[src/rtl/sdc_pkg.sv]
package sdc_pkg;
   // command word field positions
   localparam int CMD_W      = 16;
   localparam int CMD_START  = 15;
   localparam int CMD_FAIL   = 14;
   localparam int CMD_BUSYW  = 11;
   localparam int CMD_NORSP  = 10;
   localparam int CMD_LONG   = 9;
   localparam int IDX_W      = 6;

   // status and configuration layout
   localparam int STS_W        = 11;
   localparam int STS_BUSY_IRQ = 10;
   localparam int STS_BLK_IRQ  = 9;
   localparam int STS_DAT_IRQ  = 8;
   localparam int STS_CMD_TMO  = 6;
   localparam int CFG_W        = 11;
   localparam int CFG_BUSY_EN  = 10;

   // register offsets
   localparam int OFS_CMD  = 'h00;
   localparam int OFS_ARG  = 'h04;
   localparam int OFS_RSP0 = 'h10;
   localparam int OFS_STS  = 'h20;
   localparam int OFS_CFG  = 'h38;

   typedef enum logic [1:0] {
      ST_IDLE = 2'd0,
      ST_REQ  = 2'd1,
      ST_WAIT = 2'd2
   } seq_t;
endpackage

[src/rtl/sdc_issue_seq.sv]
module sdc_issue_seq
   import sdc_pkg::*;
#(
   parameter int ARG_W = 32
) (
   input  logic             clk,
   input  logic             rst_n,
   input  logic             issue,
   input  logic [IDX_W-1:0] idx_in,
   input  logic [ARG_W-1:0] arg_in,
   input  logic             req_ready,
   input  logic             rsp_valid,
   output logic             req_valid,
   output logic [IDX_W-1:0] req_index,
   output logic [ARG_W-1:0] req_arg,
   output logic             busy,
   output logic             done
);
   seq_t state_q;

   always_ff @(posedge clk) begin
      if (!rst_n) begin
         state_q   <= ST_IDLE;
         req_index <= '0;
         req_arg   <= '0;
      end else begin
         unique case (state_q)
            ST_IDLE: if (issue) begin
               state_q   <= ST_REQ;
               req_index <= idx_in;
               req_arg   <= arg_in;
            end
            ST_REQ:  if (req_ready) state_q <= ST_WAIT;
            ST_WAIT: if (rsp_valid) state_q <= ST_IDLE;
            default: state_q <= ST_IDLE;
         endcase
      end
   end

   assign req_valid = (state_q == ST_REQ);
   assign busy      = (state_q != ST_IDLE);
   assign done      = (state_q == ST_WAIT) && rsp_valid;
endmodule

[src/rtl/sdc_rsp_check.sv]
module sdc_rsp_check #(
   parameter int LEN_W       = 5,
   parameter int SHORT_BYTES = 4,
   parameter int LONG_BYTES  = 16
) (
   input  logic             no_rsp,
   input  logic             long_rsp,
   input  logic [LEN_W-1:0] rsp_len,
   input  logic             rsp_err,
   output logic             bad,
   output logic             long_fmt
);
   localparam logic [LEN_W-1:0] LEN_SHORT = LEN_W'(SHORT_BYTES);
   localparam logic [LEN_W-1:0] LEN_LONG  = LEN_W'(LONG_BYTES);

   logic len_zero, len_odd, len_short_on_long;

   assign len_zero          = (rsp_len == '0);
   assign len_odd           = (rsp_len != LEN_SHORT) && (rsp_len != LEN_LONG);
   assign len_short_on_long = (rsp_len == LEN_SHORT) && long_rsp;

   assign bad      = rsp_err || (!no_rsp && (len_zero || len_odd || len_short_on_long));
   assign long_fmt = (rsp_len == LEN_LONG);
endmodule

[src/rtl/sdc_rsp_pack.sv]
module sdc_rsp_pack #(
   parameter int DATA_W    = 32,
   parameter int RSP_WORDS = 4
) (
   input  logic                          clk,
   input  logic                          rst_n,
   input  logic                          capture,
   input  logic                          long_fmt,
   input  logic [RSP_WORDS*DATA_W-1:0]   rsp_data,
   output logic [RSP_WORDS*DATA_W-1:0]   words_q
);
   localparam int BPW = DATA_W / 8;

   logic [RSP_WORDS*DATA_W-1:0] long_flat;
   logic [RSP_WORDS*DATA_W-1:0] short_flat;

   for (genvar w = 0; w < RSP_WORDS; w++) begin : g_word
      for (genvar j = 0; j < BPW; j++) begin : g_byte
         localparam int LB = (RSP_WORDS - 1 - w) * BPW + j;
         assign long_flat[w*DATA_W + DATA_W - 1 - 8*j -: 8] = rsp_data[8*LB +: 8];
      end
      if (w == 0) begin : g_short_first
         for (genvar j = 0; j < BPW; j++) begin : g_sbyte
            assign short_flat[DATA_W - 1 - 8*j -: 8] = rsp_data[8*j +: 8];
         end
      end else begin : g_short_zero
         assign short_flat[w*DATA_W +: DATA_W] = '0;
      end
   end

   always_ff @(posedge clk) begin
      if (!rst_n)       words_q <= '0;
      else if (capture) words_q <= long_fmt ? long_flat : short_flat;
   end
endmodule

[src/rtl/sdc_host_status.sv]
module sdc_host_status #(
   parameter int              W        = 11,
   parameter logic [W-1:0]    IRQ_MASK = '0
) (
   input  logic         clk,
   input  logic         rst_n,
   input  logic         clr_en,
   input  logic [W-1:0] clr_bits,
   input  logic [W-1:0] set_bits,
   output logic [W-1:0] sts_q,
   output logic         irq
);
   logic [W-1:0] keep;

   assign keep = clr_en ? ~clr_bits : '1;

   always_ff @(posedge clk) begin
      if (!rst_n) sts_q <= '0;
      else        sts_q <= (sts_q & keep) | set_bits;
   end

   assign irq = |(sts_q & IRQ_MASK);
endmodule

[src/rtl/sdc_cmd_issue.sv]
module sdc_cmd_issue
   import sdc_pkg::*;
#(
   parameter int ADDR_W    = 8,
   parameter int DATA_W    = 32,
   parameter int RSP_WORDS = 4,
   parameter int LEN_W     = 5
) (
   input  logic                        clk,
   input  logic                        rst_n,
   input  logic                        bus_wr,
   input  logic [ADDR_W-1:0]           bus_addr,
   input  logic [DATA_W-1:0]           bus_wdata,
   output logic [DATA_W-1:0]           bus_rdata,
   output logic                        req_valid,
   input  logic                        req_ready,
   output logic [IDX_W-1:0]            req_index,
   output logic [DATA_W-1:0]           req_arg,
   input  logic                        rsp_valid,
   input  logic                        rsp_err,
   input  logic [LEN_W-1:0]            rsp_len,
   input  logic [RSP_WORDS*DATA_W-1:0] rsp_data,
   output logic                        busy,
   output logic                        irq
);
   localparam int BPW       = DATA_W / 8;
   localparam int RSP_BYTES = RSP_WORDS * BPW;
   localparam logic [STS_W-1:0] IRQ_MASK =
      STS_W'((1 << STS_BUSY_IRQ) | (1 << STS_BLK_IRQ) | (1 << STS_DAT_IRQ));

   // elaboration-time parameter checks
   if (DATA_W % 8 != 0 || DATA_W < CMD_W) begin : g_bad_data_w
      $error("DATA_W must be a multiple of 8 and hold the command word");
   end
   if (ADDR_W < 6) begin : g_bad_addr_w
      $error("ADDR_W too narrow for the register map");
   end
   if ((1 << LEN_W) <= RSP_BYTES) begin : g_bad_len_w
      $error("LEN_W cannot express the long reply length");
   end
   if (OFS_RSP0 + RSP_WORDS * BPW > OFS_STS) begin : g_bad_words
      $error("response words overlap the status register");
   end

   logic [CMD_W-1:0]            cmd_q;
   logic [DATA_W-1:0]           arg_q;
   logic [CFG_W-1:0]            cfg_q;
   logic [STS_W-1:0]            sts_q;
   logic [RSP_WORDS*DATA_W-1:0] words_q;
   logic                        cmd_wr, issue, done, bad, long_fmt, seq_busy;
   logic [STS_W-1:0]            set_bits;

   assign cmd_wr = bus_wr && (bus_addr == ADDR_W'(OFS_CMD)) && !seq_busy;
   assign issue  = cmd_wr && bus_wdata[CMD_START];

   always_ff @(posedge clk) begin
      if (!rst_n) begin
         cmd_q <= '0;
         arg_q <= '0;
         cfg_q <= '0;
      end else begin
         if (cmd_wr) begin
            cmd_q            <= bus_wdata[CMD_W-1:0];
            cmd_q[CMD_START] <= 1'b0;
         end else if (done && bad) begin
            cmd_q[CMD_FAIL]  <= 1'b1;
         end
         if (bus_wr && bus_addr == ADDR_W'(OFS_ARG)) arg_q <= bus_wdata;
         if (bus_wr && bus_addr == ADDR_W'(OFS_CFG)) cfg_q <= bus_wdata[CFG_W-1:0];
      end
   end

   sdc_issue_seq #(.ARG_W(DATA_W)) u_seq (
      .clk       (clk),
      .rst_n     (rst_n),
      .issue     (issue),
      .idx_in    (bus_wdata[IDX_W-1:0]),
      .arg_in    (arg_q),
      .req_ready (req_ready),
      .rsp_valid (rsp_valid),
      .req_valid (req_valid),
      .req_index (req_index),
      .req_arg   (req_arg),
      .busy      (seq_busy),
      .done      (done)
   );

   sdc_rsp_check #(
      .LEN_W       (LEN_W),
      .SHORT_BYTES (BPW),
      .LONG_BYTES  (RSP_BYTES)
   ) u_check (
      .no_rsp   (cmd_q[CMD_NORSP]),
      .long_rsp (cmd_q[CMD_LONG]),
      .rsp_len  (rsp_len),
      .rsp_err  (rsp_err),
      .bad      (bad),
      .long_fmt (long_fmt)
   );

   sdc_rsp_pack #(.DATA_W(DATA_W), .RSP_WORDS(RSP_WORDS)) u_pack (
      .clk      (clk),
      .rst_n    (rst_n),
      .capture  (done && !bad && !cmd_q[CMD_NORSP]),
      .long_fmt (long_fmt),
      .rsp_data (rsp_data),
      .words_q  (words_q)
   );

   always_comb begin
      set_bits = '0;
      if (done && bad) set_bits[STS_CMD_TMO] = 1'b1;
      if (done && !bad && cmd_q[CMD_BUSYW] && cfg_q[CFG_BUSY_EN])
         set_bits[STS_BUSY_IRQ] = 1'b1;
   end

   sdc_host_status #(.W(STS_W), .IRQ_MASK(IRQ_MASK)) u_status (
      .clk      (clk),
      .rst_n    (rst_n),
      .clr_en   (bus_wr && bus_addr == ADDR_W'(OFS_STS)),
      .clr_bits (bus_wdata[STS_W-1:0]),
      .set_bits (set_bits),
      .sts_q    (sts_q),
      .irq      (irq)
   );

   always_comb begin
      bus_rdata = '0;
      if (bus_addr == ADDR_W'(OFS_CMD)) bus_rdata = DATA_W'(cmd_q);
      if (bus_addr == ADDR_W'(OFS_ARG)) bus_rdata = arg_q;
      if (bus_addr == ADDR_W'(OFS_STS)) bus_rdata = DATA_W'(sts_q);
      if (bus_addr == ADDR_W'(OFS_CFG)) bus_rdata = DATA_W'(cfg_q);
      for (int w = 0; w < RSP_WORDS; w++) begin
         if (bus_addr == ADDR_W'(OFS_RSP0 + w * BPW))
            bus_rdata = words_q[w*DATA_W +: DATA_W];
      end
   end

   assign busy = seq_busy;
endmodule


[config.mk]
export PLATFORM = sky130hd
export DESIGN_NAME = sdc_cmd_issue
export DESIGN_NICKNAME = d
export VERILOG_FILES = /design/src/rtl/sdc_pkg.sv /design/src/rtl/sdc_issue_seq.sv /design/src/rtl/sdc_rsp_check.sv /design/src/rtl/sdc_rsp_pack.sv /design/src/rtl/sdc_host_status.sv /design/src/rtl/sdc_cmd_issue.sv
export SDC_FILE = /design/constraint.sdc
export NUM_CORES = 1
export LEC_CHECK = 0
export BUFFER_PORTS_ARGS = -buffer_cell sky130_fd_sc_hd__buf_2
export CAP_MARGIN = 0
export CELL_PAD_IN_SITES_DETAIL_PLACEMENT = 1
export CELL_PAD_IN_SITES_GLOBAL_PLACEMENT = 1
export CORE_MARGIN = 4
export CORE_UTILIZATION = 35
export DETAILED_ROUTE_END_ITERATION = 12
export PLACE_DENSITY = 0.79
export SYNTH_ARGS = -nofsm -noshare
export SYNTH_HDL_FRONTEND = slang
export SYNTH_SLANG_ARGS = --single-unit
[constraint.sdc]
create_clock -name clk -period 5.73 [get_ports clk]
set_input_delay 0.8595 -clock clk [delete_from_list [all_inputs] [get_ports clk]]
set_output_delay 0.8595 -clock clk [all_outputs]
set_load 0.02 [all_outputs]
==> results.cfg <==
[placed_design]
dp_hpwl_mm = 27.7
placed_cells = 1871
placed_cell_area_sq_um = 12300
gp_congestion = 0.964
place.port_buffers = 251

[critical_path]
reg2reg_depth = 5
r2r_setup_slack_ns = 2.70
path_max_fanout = 45
rr_startpoint = u_seq.state_q[1]$_SDFFE_PN0P_
crit_arrival_ns = 3.49
r2r-end = u_seq.req_index[3]$_SDFFE_PN0P_
end_kind = primary output
cp_data_required_time_ns = 4.87
startpoint_type = input pin
critPathKind = input pin to primary output

[pwr]
p_clk_share_pct = 51.1
ir_drop_mv = 0.179
internal_power_mw = 2.93
power_mw = 3.80
seq_power_share_pct = 43.4
swShare_pct = 22.8
power.density_nw_per_um2 = 285
power.leakage_nw = 5.03
p_sw_mw = 0.868
combPwrFrac_pct = 5.6

[synthesis]
syn_area_per_cell_sq_um = 8.17
ys.flop_type = dfxtp_1
synth_seq_cells = 237
synth_top_area_share_pct = 43.6
ys_types = 53
yosysSeqAreaShare_pct = 43.6
synthArstFlopShare_pct = 0
ys_warn_count = 0
synth_edf_count = 0
netlist_instances = 1330
synth.net_count = 1509
yosys-top-cells-area = dfxtp_1 44%, mux2i_1 10%, nand2_1 8.6%
synth_area_sq_um = 10900
yosysTopAreaCell = dfxtp_1

[route]
dr.pass1.iters = 5
routed_wl_mm = 39.9
viasPerCell = 5.42
dr.first_iter.drc_count = 784
routedWlPerCell_um = 20.7
postRouteAntennaNets = 0
drc = 0
vias = 10500

[clock_tree]
clock_latency_ns = 0.55
clockBufferDepth = 3
clk_pin_slew_worst_paths_ns = 0.06
cts_tree = built
cts_setup_buffers = 0
hold_buffers = 0
ctsRootBufferMaster = clkbuf_16
cts.sinks = 237
htreeDepth = 1
cts_resized = 0
cts_buffers = 28

[sta]
slew_headroom_pct = 25.4
fmax_ghz = 0.230
slew_viol_final = 0
worst_pin_slew_ns = 1.11
rsz0062_at_grt = false
finalCriticalPeriod_ns = 4.35
tns_ns = 0
clock_skew_ns = 0.0154
finalCritPeriodShare_pct = 76.0
setup_violations = 0
hold_viol = 0

[global_route]
grt_max_degree = 97
grt_pass1_wl_mm = 60.9
antenna_found_initial = 8
gr-total-overflow = 0
grt_pass1_vias = 10400
grt_use_total_pct = 22.4

[floorplan]
rows = 64
io_pins = 252
core_sq_um = 30600
die_h_um = 184
dieArea_sq_um = 33900
initial_utilization_pct = 35.5
die_x_um = 184

[cells_and_area]
final_cell_mix = 251 x buf_2, 248 x nand2_1, 237 x dfxtp_1
drive_gt1_share_pct = 21.9
nets = 1684
design_area_sq_um = 13300
final_common_cell = buf_2
instances_no_fill = 1929
area_growth_pct = 22.6

[worst_hold_path]
hp-class = flip-flop to flip-flop
whs_path_depth = 2
hold_path_startpoint = u_status.sts_q[7]$_SDFF_PN0_
min_to = u_status.sts_q[7]$_SDFF_PN0_

[run]
maxCapViolations = 0

[run_status]
status = finished clean
-- flip-flops by register name, indices dropped and copies added, names as in the netlist --
register / count
u_seq.req_arg: 32
u_pack.words_q: 128
u_status.sts_q: 11
cfg_q: 11
u_seq.req_index: 6
u_seq.state_q: 2
arg_q: 32
cmd_q: 15
-- cells in the mapped netlist (all sizes together), types with 12 or more instances --
cell type,n
nor3,13
nor2b,20
mux2i,111
nor2,96
a211oi,48
a21oi,167
o22a,16
nand3,109
clkbuf,88
nand2,248
and2,12
o2bb2ai,16
dfxtp,237
o21ai,15
buf,36
-- power by group through the flow --
stage / logic [mW] / clock network [mW] / registers [mW]
finish: 0.212 / 1.94 / 1.65
global route: 0.229 / 2.05 / 1.65
CTS: 0.211 / 1.98 / 1.65
detailed placement: 0.210 / 0 / 1.69
global placement: 0.207 / 0 / 1.69
floorplan: 0.0969 / 0 / 1.68
-- metrics by stage --
stage	setup WS (ns)	hold slack [ns]	util, %
2_1_floorplan	2.43	0.413	-
3_3_place_gp	1.44	0.421	40.2
3_5_place_dp	1.37	0.432	40.2
4_1_cts	1.36	0.441	43.5
5_1_grt	1.24	0.458	43.6
6_report	1.38	0.441	43.6
-- cells by family (layout without fill, tap and decap cells) --
group | Yosys count | in the layout | share of synthesized area, %
and+or+nand+nor | 529 | 529 | 21.9
AOI/OAI and AO/OA | 324 | 324 | 19.2
DFF | 237 | 237 | 43.6
buffers and inverters | 128 | 325 | 4.90
muxes | 112 | 112 | 10.3
other | 0 | 6 | 0
-- final cells by class --
cell class                      instances  area (sq um)
Multi-Input combinational cell        965          5630
Inverter                                4          20.0
Tap cell                              396           495
Timing Repair Buffer                  269          1420
Fill cell                            3727         17300
Clock buffer                           38           810
Sequential cell                       237          4740
Antenna cell                            6          15.0
Clock inverter                         14           198
-- critical path, cell delays in order --
cell and delay, ns:
buf_2 0.25, buf_4 0.55, nor3b_2 0.99, a21oi_1 0.20
o22a_1 0.25, o2bb2ai_1 0.17, buf_2 0.19
-- worst max path at each step --
stage	startpoint	end	slack [ns]
2_1_floorplan	bus_addr[5]	bus_rdata[20]	2.43
3_3_place_gp	bus_addr[2]	bus_rdata[29]	1.44
3_5_place_dp	bus_addr[2]	bus_rdata[29]	1.37
4_1_cts	bus_addr[2]	bus_rdata[29]	1.36
5_1_grt	bus_addr[2]	bus_rdata[16]	1.24
6_report	bus_addr[2]	bus_rdata[24]	1.38
-- per-layer routing --
layer  vias to the layer above  routed length (um)  track usage [%]
li1                       5038                   -                -
met1                      5073               19400             34.3
met2                       297               17200             32.9
met3                        51                2400             2.92
met4                         2                 894             6.21
met5                         -                  17                0
Power figures use the tool's default switching activity.
